===== src/rtl/alarm_match.sv =====
module alarm_match #(
  parameter int ARM_TICKS = 2
) (
  input  logic       clk,
  input  logic       rst_n,
  input  logic       sec_tick,
  input  logic       sub_tick,
  input  logic [6:0] now_sec,
  input  logic [6:0] now_min,
  input  logic [6:0] now_hour,
  input  logic [2:0] now_wday,
  input  logic [5:0] now_day,
  input  logic [4:0] now_mon,
  input  logic [7:0] now_year,
  input  logic       wr_en,
  input  logic [2:0] wr_sel,
  input  logic [7:0] wr_data,
  input  logic       clr_wr,
  input  logic       clr_data,
  input  logic       irq_en,
  output logic       alarm_flag,
  output logic       alarm_irq
);

  localparam int CW = $clog2(ARM_TICKS + 2);
  localparam logic [CW-1:0] ARM_MAX = CW'(ARM_TICKS);

  logic [6:0] sec_v, min_v, hour_v;
  logic [2:0] wday_v;
  logic [5:0] day_v;
  logic [4:0] mon_v;
  logic [7:0] year_v;
  logic       sec_e, min_e, hour_e, wday_e, day_e, mon_e, year_e;
  logic [CW-1:0] arm_cnt;

  always_ff @(posedge clk or negedge rst_n) begin
    if (!rst_n) begin
      sec_v <= '0; min_v <= '0; hour_v <= '0; wday_v <= '0;
      day_v <= '0; mon_v <= '0; year_v <= '0;
      sec_e <= 1'b0; min_e <= 1'b0; hour_e <= 1'b0; wday_e <= 1'b0;
      day_e <= 1'b0; mon_e <= 1'b0; year_e <= 1'b0;
    end else if (wr_en) begin
      case (wr_sel)
        3'd0: begin sec_v  <= wr_data[6:0]; sec_e  <= wr_data[7]; end
        3'd1: begin min_v  <= wr_data[6:0]; min_e  <= wr_data[7]; end
        3'd2: begin hour_v <= wr_data[6:0]; hour_e <= wr_data[7]; end
        3'd3: begin wday_v <= wr_data[2:0]; wday_e <= wr_data[7]; end
        3'd4: begin day_v  <= wr_data[5:0]; day_e  <= wr_data[7]; end
        3'd5: begin mon_v  <= wr_data[4:0]; mon_e  <= wr_data[7]; end
        3'd6: year_v <= wr_data;
        default: year_e <= wr_data[7];
      endcase
    end
  end

  always_ff @(posedge clk or negedge rst_n) begin
    if (!rst_n)
      arm_cnt <= ARM_MAX;
    else if (wr_en)
      arm_cnt <= '0;
    else if (sub_tick && arm_cnt != ARM_MAX)
      arm_cnt <= arm_cnt + 1'b1;
  end

  logic any_en, all_eq, armed, hit;

  assign any_en = sec_e | min_e | hour_e | wday_e | day_e | mon_e | year_e;
  assign all_eq = (!sec_e  || sec_v  == now_sec)  &&
                  (!min_e  || min_v  == now_min)  &&
                  (!hour_e || hour_v == now_hour) &&
                  (!wday_e || wday_v == now_wday) &&
                  (!day_e  || day_v  == now_day)  &&
                  (!mon_e  || mon_v  == now_mon)  &&
                  (!year_e || year_v == now_year);
  assign armed  = (arm_cnt == ARM_MAX) && !wr_en;
  assign hit    = sec_tick && armed && any_en && all_eq;

  always_ff @(posedge clk or negedge rst_n) begin
    if (!rst_n)
      alarm_flag <= 1'b0;
    else if (hit)
      alarm_flag <= 1'b1;
    else if (clr_wr && !clr_data)
      alarm_flag <= 1'b0;
  end

  assign alarm_irq = alarm_flag & irq_en;

  a_r6_set_only_on_tick: assert property (@(posedge clk) disable iff (!rst_n)
    (!$past(alarm_flag) && alarm_flag) |-> $past(sec_tick));

  a_r5_set_needs_enable: assert property (@(posedge clk) disable iff (!rst_n)
    (!$past(alarm_flag) && alarm_flag) |-> $past(any_en));

  a_r7_no_set_in_write: assert property (@(posedge clk) disable iff (!rst_n)
    (!$past(alarm_flag) && alarm_flag) |-> !$past(wr_en));

  a_r8_flag_sticky: assert property (@(posedge clk) disable iff (!rst_n)
    ($past(alarm_flag) && !($past(clr_wr) && !$past(clr_data))) |-> alarm_flag);

  a_r9_irq_gated: assert property (@(posedge clk) disable iff (!rst_n)
    alarm_irq |-> irq_en);

endmodule


===== config.mk =====
export PLATFORM = sky130hd
export DESIGN_NAME = alarm_match
export DESIGN_NICKNAME = d
export VERILOG_FILES = /design/src/rtl/alarm_match.sv
export SDC_FILE = /design/constraint.sdc
export NUM_CORES = 1
export LEC_CHECK = 0
export BUFFER_PORTS_ARGS = -buffer_cell sky130_fd_sc_hd__buf_2
export CAP_MARGIN = 30
export CORE_UTILIZATION = 30
export DETAILED_ROUTE_END_ITERATION = 10
export PLACE_DENSITY = 0.53
export SYNTH_ARGS = -nofsm -noshare
export SYNTH_HDL_FRONTEND = slang
export SYNTH_SLANG_ARGS = --single-unit
export TNS_END_PERCENT = 30

===== constraint.sdc =====
create_clock -name clk -period 1.5 [get_ports clk]
set_input_delay 0.3 -clock clk [delete_from_list [all_inputs] [get_ports clk]]
set_output_delay 0.3 -clock clk [all_outputs]
set_load 0.005 [all_outputs]

==> reports/qor.csv, run 1 <==
metric,value,unit
gp_congestion,0.677,
hp-class,input pin to flop,
crit_cells,5,
die_area,0.00908,mm^2
synthMuxAreaShare,0.216,
diodes,0,
hold-worst-slack,226,ps
reg2reg_from,day_e,
vdd_drop_max,0.435,mV
first_pass_iters,4,
ioPinCount,64,
nets,336,
grt_max_degree,54,
total_leakage_power,1.45,nW
dr.first_iter.drc_count,55,
cp-endpoint,alarm_flag,
vias,1762,
maxCapViolCount,0,
viasPerCell,4.65,
synth.net_count,255,
row_count,33,
syn_area,0.00261,mm^2
postRouteAntennaNets,0,
yosys.area_share.simple,0.0886,
clockRootBuffer,clkbuf_8,
rsz0062_at_grt,yes,
timing.slew.headroom,0.647,
worst_setup_path_end_kind,flop,
place_inst,366,
overflow,0,
grt_pass1_wl,9550,um
clkSinkCount,53,
place_ws,-81.1,ps
r2r_cells,5,
rrSetupSlack,40,ps
period_minus_slack,1460,ps
start_util,0.315,
grt_pass1_vias,1820,
drc,0,
power.density,1120,mW/mm^2
critPathRequiredTime,1670,ps
hpwl,4330,um
synth_top_family_by_area,multiplexers,
synth-compound-area-share,0.0254,
finalSetupViolCount,0,
arrival,1640,ps
ys_ff_latch,53,
syn_to_final_growth,27.0,%
clk_pin_slew_worst_paths,90,ps
worstMarginPinSlew,523,ps
drive_gt1_frac,0.526,
synth_xor_area_frac,0.148,
cts_htree_levels,2,
syn_inst,192,
clock_path_buffers,2,
cp_slowest_cell,or4_4,
io_buffers,63,
startpoint_type,flop,
crit_fanout,2,
crit_type,flop to flop,
synth_warnings,0,
r2r-end,alarm_flag,
fin_cells,379,
clkLatencyLatePin,310,ps
synth_area_per_cell,13.6,um^2
critPathBufInv,0,
finalCritPeriodShare,0.976,
core,0.00830,mm^2
timing.final.ws_setup,36.0,ps
wirelength,5840,um
outcome,"complete, no violations",
final_util,0.400,
critical_path.max_stage_delay,540,ps
setup_tns,0,ps
crit_chain,"or4_4, nor3_2, o21ai_1, nand4_1, o21ai_1",
seq_area_frac_synth,0.508,
cts_tree,yes,
finalHoldViolCount,0,
antenna_found_initial,0,
cts_buffers,5,
yosys.cell_types.count,26,
finClkSkew,4.51,ps
die_y,95.3,um
min_path_cells,2,
drv_slew,0,
crit_start,day_e,
grt_usage,0.146,
fmax,0.683,GHz
crit_family,simple AND/OR/NAND/NOR gates,
crit_path_frequent_cell,o21ai_1,
synthAdderAreaFrac,0.00479,
routedWlPerCell,15.4,um
die_w,95.3,um
## routing by layer
metal | part of all wire | wire (um) | vias up | track usage
met5 | 0 | 0 | - | 0
met4 | 0.015 | 90 | 0 | 0.0530
met3 | 0.050 | 292 | 6 | 0.0327
met2 | 0.46 | 2660 | 40 | 0.221
met1 | 0.48 | 2800 | 867 | 0.203
li1 | - | - | 849 | -
## logic make-up (layout without fill, tap and decap cells)
kind of cell,after synthesis,in the layout
compound gates,10,10
xor+xnor,44,44
fa+ha+maj,1,1
buf+inv,5,87
flops,53,53
mux,50,50
simple gates,29,29
## power breakdown
group	internal (W)	switching [W]
registers	0.00173	0.000206
clock network	0.000418	0.000457
logic	0.000564	0.000341
total	0.00272	0.00100
## how the worst min path moves through the flow
stage / start / slack, ps / end
after floorplan: rst_n / 4 / alarm_flag
after global placement: rst_n / 320 / year_v[0]
after detailed placement: rst_n / 330 / day_v[0]
after CTS: wr_en / 220 / arm_cnt[1]
after global routing: wr_en / 250 / arm_cnt[1]
final: wr_en / 230 / arm_cnt[1]
## state kept, by name, summed over array words and instances, names as in the netlist
name,count
day_v,6
mon_e,1
sec_v,7
alarm_flag,1
mon_v,5
year_e,1
hour_e,1
min_e,1
min_v,7
hour_v,7
wday_e,1
sec_e,1
wday_v,3
year_v,8
arm_cnt,2
day_e,1
## through the flow
stage	instance area, um^2	total power [W]
2_1_floorplan	2610	0.00253
3_3_place_gp	3160	0.00281
3_5_place_dp	3160	0.00284
4_1_cts	3300	0.00376
5_1_grt	3320	0.00397
6_report	3320	0.00372
## worst register-to-register path: cells and delay by family, from the launching register on
family             cells  cell delay (ps)
and+or+nand+nor        3              800
AOI/OAI and AO/OA      2              140
DFF                    1              390
## layout make-up
| cell class | count | area, um^2 |
|---|---|---|
| Multi-Input combinational cell | 134 | 1270 |
| Timing Repair Buffer | 77 | 473 |
| Clock buffer | 7 | 96.3 |
| Tap cell | 105 | 131 |
| Sequential cell | 53 | 1330 |
| Fill cell | 832 | 4980 |
| Clock inverter | 1 | 5.00 |
| Inverter | 2 | 7.51 |
## synthesized netlist by cell type, drive strengths merged
library cell | instances | area share
nor2 | 4 | 0.0057
nand3 | 1 | 0.0019
nor3b | 2 | 0.014
nand4b | 3 | 0.012
nand4 | 10 | 0.024
nand2 | 2 | 0.0029
nor3 | 3 | 0.014
buf | 3 | 0.0067
dfstp | 1 | 0.010
dfrtp | 52 | 0.50
inv | 2 | 0.0029
nand2b | 2 | 0.0077
o31ai | 2 | 0.0057
ha | 1 | 0.0048
xor2 | 13 | 0.044
a21oi | 1 | 0.0019
mux2 | 50 | 0.22
and2 | 1 | 0.0024
o21ai | 4 | 0.0077
o41ai | 3 | 0.010
xnor2 | 31 | 0.10
or4 | 1 | 0.0029
## cell usage in the layout (no fill, tap or decap), drive strengths merged
| cell type | count |
|---|---|
| buf | 76 |
| dfrtp | 52 |
| mux2 | 50 |
| xnor2 | 31 |
| xor2 | 13 |
| nand4 | 10 |
| clkbuf | 7 |
| nor2 | 4 |
| o21ai | 4 |
| nor3 | 3 |
| nand4b | 3 |
| o41ai | 3 |
| inv | 2 |
| nor3b | 2 |
| nand2 | 2 |
| o31ai | 2 |
| nand2b | 2 |
| and2 | 1 |
| a21oi | 1 |
| or4 | 1 |
| nand3 | 1 |
| ha | 1 |
| dfstp | 1 |
| clkinv | 1 |
| dlygate4sd3 | 1 |
## timing repair
item,4_1_cts,5_1_grt
endpoints found under the hold margin,52,0
buffers inserted,2,2
setup endpoints to repair,1,1
pin swaps,2,2
gates resized for setup,5,0
hold buffers,1,0
Power figures use the tool's default switching activity.
==> inputs of run 2 (changes only) <==
--- a/config.mk
+++ b/config.mk
@@ -5,11 +5,11 @@
 export SDC_FILE = /design/constraint.sdc
 export NUM_CORES = 1
 export LEC_CHECK = 0
-export BUFFER_PORTS_ARGS = -buffer_cell sky130_fd_sc_hd__buf_2
 export CAP_MARGIN = 30
 export CORE_UTILIZATION = 30
 export DETAILED_ROUTE_END_ITERATION = 10
-export PLACE_DENSITY = 0.53
+export DONT_BUFFER_PORTS = 1
+export PLACE_DENSITY = 0.47
 export SYNTH_ARGS = -nofsm -noshare
 export SYNTH_HDL_FRONTEND = slang
 export SYNTH_SLANG_ARGS = --single-unit
==> run 2 against run 1 <==
Compared with the run above: the flow now finishes with violations (negative hold slack); power shrank 5.5%; critical path depth stayed put; design area fell by 12%; clock power barely moved; maximum frequency up 2.9%; die area did not move; count of clock-buffer cells in the layout unchanged; register-to-register slack better by 40 ps; global-route usage is 1.3 points lower; combinational power shrank 23%; worst hold slack got worse by 540 ps; critical endpoint unchanged.
==> reports/qor.csv, run 2 (synthesis gave the netlist of run 1 again) <==
metric,value,unit,change
outcome,"complete, but fails checks",,
violations,negative hold slack,,
dr.first_iter.drc_count,52,,-5.5%
maxCapViolCount,0,,unchanged
start_util,0.315,,unchanged
first_pass_iters,4,,unchanged
crit_type,flop to flop,,
viasPerCell,4.87,,+4.7%
crit_family,simple AND/OR/NAND/NOR gates,,
crit_fanout,2,,unchanged
period_minus_slack,1420,ps,-41.7 ps
worstMarginPinSlew,462,ps,-61.2 ps
grt_pass1_vias,1566,,-14%
critical_path.max_stage_delay,510,ps,-30 ps
clkLatencyLatePin,300,ps,about the same
startpoint_type,flop,,
power.density,1210,mW/mm^2,+7.6%
finalHoldViolCount,53,,+53
crit_chain,"or4_1, nor3_1, o21ai_0, nand4_1, o21ai_0",,
clk_pin_slew_worst_paths,90,ps,about the same
drv_slew,0,,unchanged
drive_gt1_frac,0.356,,-0.169
io_buffers,0,,-100%
place_ws,21.5,ps,+103 ps
largest_reg_flops,8,,unchanged
vias,1494,,-15%
postRouteAntennaNets,0,,unchanged
antenna_found_initial,0,,unchanged
die_y,95.3,um,unchanged
cts_tree,yes,,
timing.slew.headroom,0.691,,+0.0435
nets,264,,-21%
finalSetupViolCount,0,,unchanged
clkSinkCount,53,,unchanged
setup_tns,0,ps,unchanged
ioPinCount,64,,unchanged
timing.final.ws_setup,77.7,ps,+41.7 ps
arrival,1600,ps,-40 ps
finalCritPeriodShare,0.948,,-0.0278
grt_max_degree,54,,unchanged
largest_register,year_v,,
grt_usage,0.132,,-0.0133
clock_path_buffers,2,,unchanged
die_area,0.00908,mm^2,unchanged
p_sw,0.000893,W,-11%
wirelength,5610,um,-4.0%
worst_setup_path_end_kind,flop,,
layout_commonest_cell,dfrtp_1,,
vdd_drop_max,0.360,mV,-17%
crit_path_frequent_cell,o21ai_0,,
gp_congestion,0.671,,-0.78%
core,0.00830,mm^2,unchanged
final_cell_mix,"dfrtp_1, mux2_2, xnor2_1, xor2_1, nand4_1",,
critPathBufInv,0,,unchanged
finClkSkew,2.96,ps,-1.56 ps
cp_slowest_cell,or4_1,,
hold-worst-slack,-316,ps,-542 ps
power_switching_share,0.254,,-0.0160
die_w,95.3,um,unchanged
hp-class,input pin to async pin,,
hpwl,4250,um,-1.7%
cts_buffers,5,,unchanged
combPwrFrac,0.199,,-0.044
clkPwrFrac,0.249,,+0.014
cts_htree_levels,2,,unchanged
grt_pass1_wl,8600,um,-9.9%
final_util,0.351,,-0.0484
syn_to_final_growth,11.6,%,
rsz0062_at_grt,no,,
row_count,33,,unchanged
critPathRequiredTime,1680,ps,about the same
clockRootBuffer,clkbuf_8,,
routedWlPerCell,18.3,um,+19%
fmax,0.703,GHz,+2.9%
total_leakage_power,1.15,nW,-20%
drc,0,,unchanged
power.internal,0.00262,W,-3.4%
overflow,0,,unchanged
diodes,0,,unchanged
power.share.sequential,0.552,,+0.030
run 2: power groups by stage:
| stage | sequential (W) | clock [W] | combinational (W) |
|---|---|---|---|
| floorplan | 0.00192 | 0 | 0.000609 |
| global placement | 0.00197 | 0 | 0.000668 |
| detailed placement | 0.00198 | 0 | 0.000678 |
| CTS | 0.00195 | 0.000910 | 0.000690 |
| global route | 0.00199 | 0.000974 | 0.000781 |
| finish | 0.00194 | 0.000876 | 0.000701 |
run 2: final timing paths:
| check | start | end | slack (ps) | cells past startpoint |
|---|---|---|---|---|
| worst min register to register | min_v[4] | min_v[4] | 530 | 1 |
| max in group asynchronous | rst_n | arm_cnt[1] | 1640 | 0 |
| min in group clk | wr_en | arm_cnt[0] | 50 | 1 |
| worst min-delay path | rst_n | min_v[4] | -320 | 0 |
| worst max register to register | min_e | alarm_flag | 80 | 5 |
| worst max-delay path | min_e | alarm_flag | 80 | 5 |
run 2: per-stage QoR:
stage / instances / hold slack [ps] / power [W] / instance area, um^2
after floorplan: 192 / 4.41 / 0.00253 / 2610
after global placement: 297 / 6.29 / 0.00264 / 2770
after detailed placement: 297 / 6.41 / 0.00266 / 2770
after CTS: 305 / -333 / 0.00355 / 2880
after global routing: 307 / -346 / 0.00374 / 2910
final: 307 / -316 / 0.00352 / 2910
run 2: layout make-up:
type	instances	area, um^2
clock inverters	1	5.00
inverters	2	7.51
multi-input cells	134	1280
fillers	825	5390
clock buffers	7	96.3
flip-flops and latches	53	1330
well taps	105	131
repair buffers	5	65.1
run 2: timing repair:
action                                  in CTS  in global routing
endpoints found under the setup margin       1                  1
gates resized for setup                      1                  2
buffers inserted                             0                  1
endpoints found under the hold margin       53                 54
run 2: worst reg2reg max path, delay by kind of cell, from the launching register on:
family	cells	cell delay (ps)
DFF	1	380
AOI/OAI and AO/OA	2	170
and+or+nand+nor	3	750
run 2: metal layers:
layer,up-vias,share of wire,global-route usage
li1,703,-,-
met1,751,0.44,0.169
met2,34,0.48,0.211
met3,6,0.066,0.0463
met4,0,0.013,0.0379
met5,-,0,0
